**src/rtl/mbs_pkg.sv**
```systemverilog
// Shared types for the multiplexed bus sequencer.
// Assumes: the four bus phases below are the only sequencer states.
package mbs_pkg;
    typedef enum logic [1:0] {
        ST_IDLE = 2'd0,
        ST_ADDR = 2'd1,
        ST_DATA = 2'd2,
        ST_TURN = 2'd3
    } mbs_state_e;
endpackage

```
**src/rtl/mbs_phase_timer.sv**
```systemverilog
// Down-counter that times both the address strobe and the wait states.
// Assumes: the sequencer loads it on each phase entry; expired flags zero.
module mbs_phase_timer #(
    parameter int CNT_W = 3
) (
    input  logic             clk,
    input  logic             rst_n,
    input  logic             load,
    input  logic [CNT_W-1:0] load_val,
    output logic             expired
);
    logic [CNT_W-1:0] cnt_q;

    // Load a new phase length or count down towards zero.
    always_ff @(posedge clk) begin
        if (!rst_n)
            cnt_q <= '0;
        else if (load)
            cnt_q <= load_val;
        else if (cnt_q != '0)
            cnt_q <= cnt_q - 1'b1;
    end

    assign expired = (cnt_q == '0);

    // an unloaded, non-zero count drops by exactly one each cycle.
    p_count_down_r4: assert property (@(posedge clk) disable iff (!rst_n)
        (!load && cnt_q != '0) |=> (cnt_q == $past(cnt_q) - 1'b1));
endmodule

```
**src/rtl/mbs_word_ctr.sv**
```systemverilog
// Word counter for one request: tracks word number, low address and last word.
// Assumes: LINE_WORDS is a power of two; step never coincides with start.
module mbs_word_ctr #(
    parameter int LINE_WORDS = 8,
    localparam int IDX_W     = $clog2(LINE_WORDS)
) (
    input  logic             clk,
    input  logic             rst_n,
    input  logic             start,
    input  logic [IDX_W-1:0] start_low,
    input  logic             start_line,
    input  logic             step,
    output logic [IDX_W-1:0] idx,
    output logic [IDX_W-1:0] low,
    output logic             last
);
    logic [IDX_W-1:0] base_q;
    logic [IDX_W-1:0] idx_q;
    logic             line_q;

    // Capture the starting low address and length, then advance per word.
    always_ff @(posedge clk) begin
        if (!rst_n) begin
            base_q <= '0;
            idx_q  <= '0;
            line_q <= 1'b0;
        end else if (start) begin
            base_q <= start_low;
            idx_q  <= '0;
            line_q <= start_line;
        end else if (step) begin
            idx_q  <= idx_q + 1'b1;
        end
    end

    assign idx  = idx_q;
    assign low  = base_q + idx_q;
    assign last = !line_q || (idx_q == IDX_W'(LINE_WORDS - 1));

    // each step moves the low address on by one, wrapping in the line.
    p_low_steps_r6: assert property (@(posedge clk) disable iff (!rst_n)
        step |=> (low == $past(low) + 1'b1));
endmodule

```
**src/rtl/mbs_fsm.sv**
```systemverilog
// Phase sequencer: idle, address strobe, data phases and read turnaround.
// Assumes: config inputs are already captured by the top at acceptance,
// except stb_in, which is used on the accepting edge itself.
module mbs_fsm
    import mbs_pkg::*;
#(
    parameter int STB_W  = 2,
    parameter int WAIT_W = 3,
    localparam int TMR_W = (STB_W > WAIT_W) ? STB_W : WAIT_W
) (
    input  logic              clk,
    input  logic              rst_n,
    input  logic              fire,
    input  logic [STB_W-1:0]  stb_in,
    input  logic [STB_W-1:0]  stb_q,
    input  logic [WAIT_W-1:0] wait_q,
    input  logic              burst_q,
    input  logic              write_q,
    input  logic              tmr_zero,
    input  logic              last,
    output mbs_state_e        state,
    output logic              tmr_load,
    output logic [TMR_W-1:0]  tmr_val,
    output logic              step,
    output logic              done
);
    mbs_state_e state_q, state_d;
    logic       fin_q, fin_d;
    logic       done_q;
    logic [STB_W:0] addr_run_q;

    // Next-state and timer-load decisions for each phase.
    always_comb begin
        state_d  = state_q;
        fin_d    = fin_q;
        tmr_load = 1'b0;
        tmr_val  = '0;
        step     = 1'b0;
        unique case (state_q)
            ST_IDLE: begin
                fin_d = 1'b0;
                if (fire) begin
                    state_d  = ST_ADDR;
                    tmr_load = 1'b1;
                    tmr_val  = TMR_W'(stb_in);
                end
            end
            ST_ADDR: begin
                if (tmr_zero) begin
                    state_d  = ST_DATA;
                    tmr_load = 1'b1;
                    tmr_val  = TMR_W'(wait_q);
                end
            end
            ST_DATA: begin
                if (tmr_zero) begin
                    if (last) begin
                        fin_d   = 1'b1;
                        state_d = write_q ? ST_IDLE : ST_TURN;
                    end else begin
                        step = 1'b1;
                        if (burst_q) begin
                            tmr_load = 1'b1;
                            tmr_val  = TMR_W'(wait_q);
                        end else if (write_q) begin
                            state_d  = ST_ADDR;
                            tmr_load = 1'b1;
                            tmr_val  = TMR_W'(stb_q);
                        end else begin
                            state_d  = ST_TURN;
                        end
                    end
                end
            end
            ST_TURN: begin
                if (fin_q) begin
                    state_d = ST_IDLE;
                end else begin
                    state_d  = ST_ADDR;
                    tmr_load = 1'b1;
                    tmr_val  = TMR_W'(stb_q);
                end
            end
            default: state_d = ST_IDLE;
        endcase
    end

    // Phase register, end-of-request flag and done pulse.
    always_ff @(posedge clk) begin
        if (!rst_n) begin
            state_q <= ST_IDLE;
            fin_q   <= 1'b0;
            done_q  <= 1'b0;
        end else begin
            state_q <= state_d;
            fin_q   <= fin_d;
            done_q  <= (state_q == ST_DATA) && tmr_zero && last;
        end
    end

    // Length of the current strobe so far, kept for the strobe check.
    always_ff @(posedge clk) begin
        if (!rst_n)
            addr_run_q <= '0;
        else if (state_q == ST_ADDR)
            addr_run_q <= addr_run_q + 1'b1;
        else
            addr_run_q <= '0;
    end

    assign state = state_q;
    assign done  = done_q;

    // the strobe never outlasts the captured length code plus one.
    p_strobe_len_r2: assert property (@(posedge clk) disable iff (!rst_n)
        (state_q == ST_ADDR) |-> (addr_run_q <= {1'b0, stb_q}));

    // the turnaround cycle is entered only from a data phase.
    p_turn_after_data_r9: assert property (@(posedge clk) disable iff (!rst_n)
        (state_q == ST_TURN) |-> ($past(state_q) == ST_DATA));

    // in burst mode a non-final acknowledge stays in the data phase.
    p_burst_no_relatch_r6: assert property (@(posedge clk) disable iff (!rst_n)
        (state_q == ST_DATA && tmr_zero && !last && burst_q) |=> (state_q == ST_DATA));
endmodule

```
**src/rtl/mux_bus_seq.sv**
```systemverilog
// Top of the multiplexed address/data bus sequencer.
// Captures a request and its configuration, drives the shared bus, strobe,
// chip select and acknowledge, and returns read words and a done pulse.
// Assumes: the master supplies wr_data for wr_idx combinationally, and
// the external bus driver follows bus_oe.
module mux_bus_seq
    import mbs_pkg::*;
#(
    parameter int BUS_W      = 24,
    parameter int LINE_WORDS = 8,
    parameter int STB_W      = 2,
    parameter int WAIT_W     = 3,
    localparam int IDX_W     = $clog2(LINE_WORDS),
    localparam int TMR_W     = (STB_W > WAIT_W) ? STB_W : WAIT_W
) (
    input  logic              clk,
    input  logic              rst_n,
    input  logic [STB_W-1:0]  cfg_strobe_len,
    input  logic [WAIT_W-1:0] cfg_wait_states,
    input  logic              cfg_burst,
    input  logic              req_valid,
    output logic              req_ready,
    input  logic [BUS_W-1:0]  req_addr,
    input  logic              req_write,
    input  logic              req_line,
    input  logic [BUS_W-1:0]  wr_data,
    output logic [IDX_W-1:0]  wr_idx,
    output logic              rd_valid,
    output logic [BUS_W-1:0]  rd_data,
    output logic              done,
    output logic [BUS_W-1:0]  bus_out,
    input  logic [BUS_W-1:0]  bus_in,
    output logic              bus_oe,
    output logic              ale,
    output logic              cs_n,
    output logic [IDX_W-1:0]  la_low,
    output logic              ta
);
    mbs_state_e             state;
    logic                   fire;
    logic [BUS_W-IDX_W-1:0] addr_hi_q;
    logic                   write_q;
    logic                   burst_q;
    logic [STB_W-1:0]       stb_q;
    logic [WAIT_W-1:0]      wait_q;
    logic                   tmr_load;
    logic [TMR_W-1:0]       tmr_val;
    logic                   tmr_zero;
    logic                   step;
    logic                   last;
    logic [IDX_W-1:0]       idx;
    logic [IDX_W-1:0]       low;
    logic                   rd_valid_q;
    logic [BUS_W-1:0]       rd_data_q;

    assign fire = req_valid && req_ready;

    // Capture address upper bits, direction and configuration at acceptance.
    always_ff @(posedge clk) begin
        if (!rst_n) begin
            addr_hi_q <= '0;
            write_q   <= 1'b0;
            burst_q   <= 1'b0;
            stb_q     <= '0;
            wait_q    <= '0;
        end else if (fire) begin
            addr_hi_q <= req_addr[BUS_W-1:IDX_W];
            write_q   <= req_write;
            burst_q   <= cfg_burst;
            stb_q     <= cfg_strobe_len;
            wait_q    <= cfg_wait_states;
        end
    end

    mbs_fsm #(
        .STB_W  (STB_W),
        .WAIT_W (WAIT_W)
    ) u_fsm (
        .clk      (clk),
        .rst_n    (rst_n),
        .fire     (fire),
        .stb_in   (cfg_strobe_len),
        .stb_q    (stb_q),
        .wait_q   (wait_q),
        .burst_q  (burst_q),
        .write_q  (write_q),
        .tmr_zero (tmr_zero),
        .last     (last),
        .state    (state),
        .tmr_load (tmr_load),
        .tmr_val  (tmr_val),
        .step     (step),
        .done     (done)
    );

    mbs_phase_timer #(
        .CNT_W (TMR_W)
    ) u_timer (
        .clk      (clk),
        .rst_n    (rst_n),
        .load     (tmr_load),
        .load_val (tmr_val),
        .expired  (tmr_zero)
    );

    mbs_word_ctr #(
        .LINE_WORDS (LINE_WORDS)
    ) u_words (
        .clk        (clk),
        .rst_n      (rst_n),
        .start      (fire),
        .start_low  (req_addr[IDX_W-1:0]),
        .start_line (req_line),
        .step       (step),
        .idx        (idx),
        .low        (low),
        .last       (last)
    );

    // Sample read data at the end of each read acknowledge cycle.
    always_ff @(posedge clk) begin
        if (!rst_n) begin
            rd_valid_q <= 1'b0;
            rd_data_q  <= '0;
        end else begin
            rd_valid_q <= ta && !write_q;
            if (ta && !write_q)
                rd_data_q <= bus_in;
        end
    end

    // Decode strobe, select, acknowledge and bus drive from the phase.
    always_comb begin
        ale     = (state == ST_ADDR);
        cs_n    = (state != ST_DATA);
        ta      = (state == ST_DATA) && tmr_zero;
        bus_oe  = (state == ST_ADDR) || ((state == ST_DATA) && write_q);
        if (state == ST_ADDR)
            bus_out = {addr_hi_q, low};
        else if ((state == ST_DATA) && write_q)
            bus_out = wr_data;
        else
            bus_out = '0;
    end

    assign req_ready = (state == ST_IDLE);
    assign wr_idx    = idx;
    assign la_low    = low;
    assign rd_valid  = rd_valid_q;
    assign rd_data   = rd_data_q;

    // acknowledge and strobe are exclusive.
    p_ta_ale_excl_r3: assert property (@(posedge clk) disable iff (!rst_n)
        !(ta && ale));

    // chip select stays negated while the strobe is high.
    p_cs_off_in_ale_r3: assert property (@(posedge clk) disable iff (!rst_n)
        ale |-> cs_n);

    // the bus is released during read data phases.
    p_rd_oe_off_r7: assert property (@(posedge clk) disable iff (!rst_n)
        (!cs_n && !write_q) |-> !bus_oe);

    // a read word is returned only right after an acknowledge.
    p_rdvalid_after_ta_r7: assert property (@(posedge clk) disable iff (!rst_n)
        rd_valid |-> $past(ta));

    // a write acknowledge happens with the bus driven by the write word.
    p_wr_drive_r8: assert property (@(posedge clk) disable iff (!rst_n)
        (ta && write_q) |-> (bus_oe && bus_out == wr_data));

    // done follows an acknowledge.
    p_done_after_ta_r10: assert property (@(posedge clk) disable iff (!rst_n)
        done |-> $past(ta));
endmodule

```
**config.mk**
```make
export PLATFORM = sky130hd
export DESIGN_NAME = mux_bus_seq
export DESIGN_NICKNAME = d
export VERILOG_FILES = /design/src/rtl/mbs_pkg.sv /design/src/rtl/mbs_phase_timer.sv /design/src/rtl/mbs_word_ctr.sv /design/src/rtl/mbs_fsm.sv /design/src/rtl/mux_bus_seq.sv
export SDC_FILE = /design/constraint.sdc
export NUM_CORES = 1
export LEC_CHECK = 0
export ABC_CLOCK_PERIOD_IN_PS = 2000
export BUFFER_PORTS_ARGS = -buffer_cell sky130_fd_sc_hd__buf_2
export CORE_UTILIZATION = 47
export DETAILED_ROUTE_END_ITERATION = 10
export PLACE_DENSITY = 0.89
export SYNTH_ARGS = -nofsm -noshare
export SYNTH_HDL_FRONTEND = slang
export SYNTH_SLANG_ARGS = --single-unit
```
**constraint.sdc**
```tcl
create_clock -name clk -period 2 [get_ports clk]
set_input_delay 0.2 -clock clk [delete_from_list [all_inputs] [get_ports clk]]
set_output_delay 0.2 -clock clk [all_outputs]
set_load 0.005 [all_outputs]
```
==> flow_summary_export.csv <==
group,metric,value,unit
drt,remaining_drc_errors,0,
critical_path,critPathCaptureType,"output port",
drt,drtPass1Iterations,4,
drt,dr_total_vias,3055,
die,coreArea,6350,µm²
timing,hold_violations,0,
clock_network,clock_latency,0.33,ns
global_routing,grt_max_degree,39,
synthesis,yosysMostFrequentCell,"nand2_1",
die,die_w,83.07,µm
clock_network,cts.path.max_buffers,2,
timing,finalSetupViolCount,0,
synthesis,synth-edff-count,0,
power_and_ir_drop,leakage,1.881,nW
timing,drv_slew,0,
die,num_rows,29,
critical_path,cp_max_fo,2,
clock_network,htreeDepth,3,
timing,max_freq,0.5000,GHz
global_routing,grt_antenna_before_repair,0,
cells_and_area,diodes,0,
cells_and_area,syn_to_final_growth,30.05,%
drt,drt_iter0_markers,271,
clock_network,clock_sinks,67,
cells_and_area,ff_latch_area,1346,µm²
synthesis,synth_top_area_share,43.42,%
synthesis,synth_nets,459,
cells_and_area,nNetsFinal,595,
critical_path,critPathKind,"flip-flop to output port",
drt,drt-wirelength-per-cell,13.42,µm
synthesis,async_flop_share,0,%
global_routing,grt_pass1_wl,13220,µm
critical_path,cp.arrival,1.80,ns
synthesis,yosys_warnings,0,
critical_path,slowest_delay,0.34,ns
die,dieArea,6901,µm²
timing,fin_crit_sh,100.0,%
drt,via_per_inst,5.204,
die,io_pins,144,
synthesis,syn_avg_cell_area,8.349,µm²
placed_design,dp.cells,571,
synthesis,synth.distinct_cells,41,
synthesis,ys_top_cells_by_count,"nand2_1 (122), dfxtp_1 (67), a21boi_0 (31)",
outcome,status,"complete, no violations",
power_and_ir_drop,finalPower,0.004328,W
global_routing,grt_pass1_vias,3087,
synthesis,ys_ff_latch,67,
drt,wl,7879,µm
synthesis,ys_seq_area_share,43.42,%
timing,min_period,2.000,ns
timing,rsz0062_at_grt,"true",
cells_and_area,fillCellCount,507,
synthesis,ys.flop_type,"dfxtp_1",
global_routing,grt.total_usage,23.33,%
critical_path,critPathLaunchType,"flip-flop",
job,drv_cap,0,
critical_path,critPathRequiredTime,1.80,ns
synthesis,synthesis.instances,370,
cells_and_area,fin_cells,587,
synthesis,synthTopCellsByArea,"dfxtp_1 (43%), nand2_1 (15%), a21boi_0 (7.5%)",
timing,relSlewSlack,60.97,%
placed_design,routabilityCongestion,0.8672,
critical_path,critical_path.slowest_cell,"dfxtp_2",
clock_network,hold_buffers,0,
placed_design,post-dp-hpwl,5795,µm
power_and_ir_drop,pwr_density_cell,1077,nW/µm²
timing,fin_hold_ws,0.1026,ns
synthesis,yosys.area.top_type,"dfxtp_1",
clock_network,cts_root_buf,"clkbuf_8",
die,start_util,48.65,%
placed_design,port-buffer-count,143,
die,die_y,83.07,µm
timing,final.setup_skew,0.005950,ns
power_and_ir_drop,ir_drop,0.0006300,V
cells_and_area,multi_input_area,1563,µm²
timing,worst_slew_pin_slew,0.5854,ns
clock_network,numCtsBuffers,9,
critical_path,crit_path_cell_trace,"ha_2 -> inv_1 -> fa_2 -> xor2_1 -> xnor2_1 -> a22o_1 -> buf_2",
clock_network,clk_pin_slew_worst_paths,0.06,ns
synthesis,syn_area,3089,µm²
cells_and_area,drive_gt1_share,35.69,%
global_routing,grt-ovfl-total,0,
min_path,min_path_type,"input port to flip-flop",
clock_network,cts_tree,"done",
drt,ant_nets,0,
-- per-layer routing --
layer  GRT usage (%)  wire length, µm  up-vias
met2           41.88             4085       96
li1                -                -     1508
met5               0                0        -
met4           11.76              197        0
met3           5.865              396       20
met1           25.33             3199     1431
-- metrics by stage --
| stage | setup WS (ns) | util (%) | area (µm²) | setup TNS, ns |
|---|---|---|---|---|
| 2_1_floorplan | 0.3041 | - | 3089 | 0 |
| 3_3_place_gp | 0.2349 | 60.47 | 3840 | 0 |
| 3_5_place_dp | 0.1967 | 60.47 | 3840 | 0 |
| 4_1_cts | -0.02076 | 63.23 | 4015 | -0.02076 |
| 5_1_grt | -0.09122 | 63.27 | 4018 | -0.09122 |
| 6_report | 0.000009548 | 63.27 | 4018 | 0 |
-- sequential cells by signal, summed over array words and instances, names as in the netlist --
signal and cells:
u_fsm.state 2, write_q 1, u_words.base_q 3, wait_q 3, addr_hi_q 21, rd_valid 1
u_fsm.done 1, u_words.idx 3, rd_data 24, u_words.line_q 1, u_fsm.fin_q 1, u_timer.cnt_q 3
stb_q 2, burst_q 1
-- worst max-delay path: cells and delay by family, from the launching register on --
kind	cells	cell delay [ns]
xor gates and xnor gates	2	0.30
adders and majority gates	2	0.49
buffers and inverters	2	0.16
DFF	1	0.34
AOI/OAI and AO/OA	1	0.19
-- timing repair --
item | CTS | global route
setup buffers | 1 | 0
gates cloned | 0 | 0
setup endpoints to repair | 21 | 1
pin swaps | 3 | 2
resized for setup | 5 | 1
endpoints found under the hold margin | 0 | 0
-- final timing paths --
| path | startpoint | end | slack [ns] | depth (start not counted) |
|---|---|---|---|---|
| max | u_words.idx[0] | bus_out[2] | 0.00001 | 7 |
| min | bus_in[11] | rd_data[11] | 0.10 | 3 |
| max reg2reg | u_words.idx[0] | u_timer.cnt_q[1] | 0.17 | 9 |
| min reg2reg | rd_data[8] | rd_data[8] | 0.45 | 2 |
-- kinds of logic (layout without fill, tap and decap cells) --
group | count (synthesis) | count (layout) | synth area share, %
DFF | 67 | 67 | 43.42
AOI/OAI and AO/OA | 103 | 103 | 25.48
xor gates and xnor gates | 4 | 4 | 1.134
and+or+nand+nor | 150 | 150 | 20.82
muxes | 1 | 1 | 0.3240
buffers and inverters | 39 | 179 | 6.157
adders and majority gates | 6 | 6 | 2.673
-- area by class of cell --
| class | instances | share of cell area, % |
|---|---|---|
| multi-input combinational | 264 | 38.90 |
| sequential | 67 | 33.51 |
| timing repair buffer | 155 | 20.37 |
| clock buffer | 12 | 3.613 |
| tap | 77 | 2.398 |
| inverter | 9 | 0.8409 |
| clock inverter | 3 | 0.3737 |
-- placed cells by master, fill, tap and decap left out, types with 2 or more instances in the layout --
master	synthesis	layout
inv_1	7	7
nand2_1	122	122
xnor2_1	2	2
nor3_1	2	2
o21ai_0	4	4
nand2b_1	3	3
clkbuf_8	0	10
inv_2	2	2
dfxtp_2	0	4
buf_4	3	11
a21boi_1	25	25
xor2_1	2	2
nor2_1	6	6
a22o_1	23	23
dfxtp_1	67	63
nand3_1	3	3
a211oi_1	3	3
o21a_1	3	3
ha_1	5	4
a21boi_0	31	31
clkbuf_1	11	2
clkinv_2	0	3
o211ai_1	2	2
a21oi_1	5	5
and2_1	4	4
nor2b_1	3	3
buf_2	14	143
-- power breakdown --
group          internal (W)  switching, W  leakage [nW]
Sequential          0.00159      0.000200         0.548
Clock              0.000471      0.000458        0.0860
Combinational      0.000686      0.000925          1.25
Total               0.00274       0.00158          1.88
No activity file was read; power rests on OpenSTA's default activity.
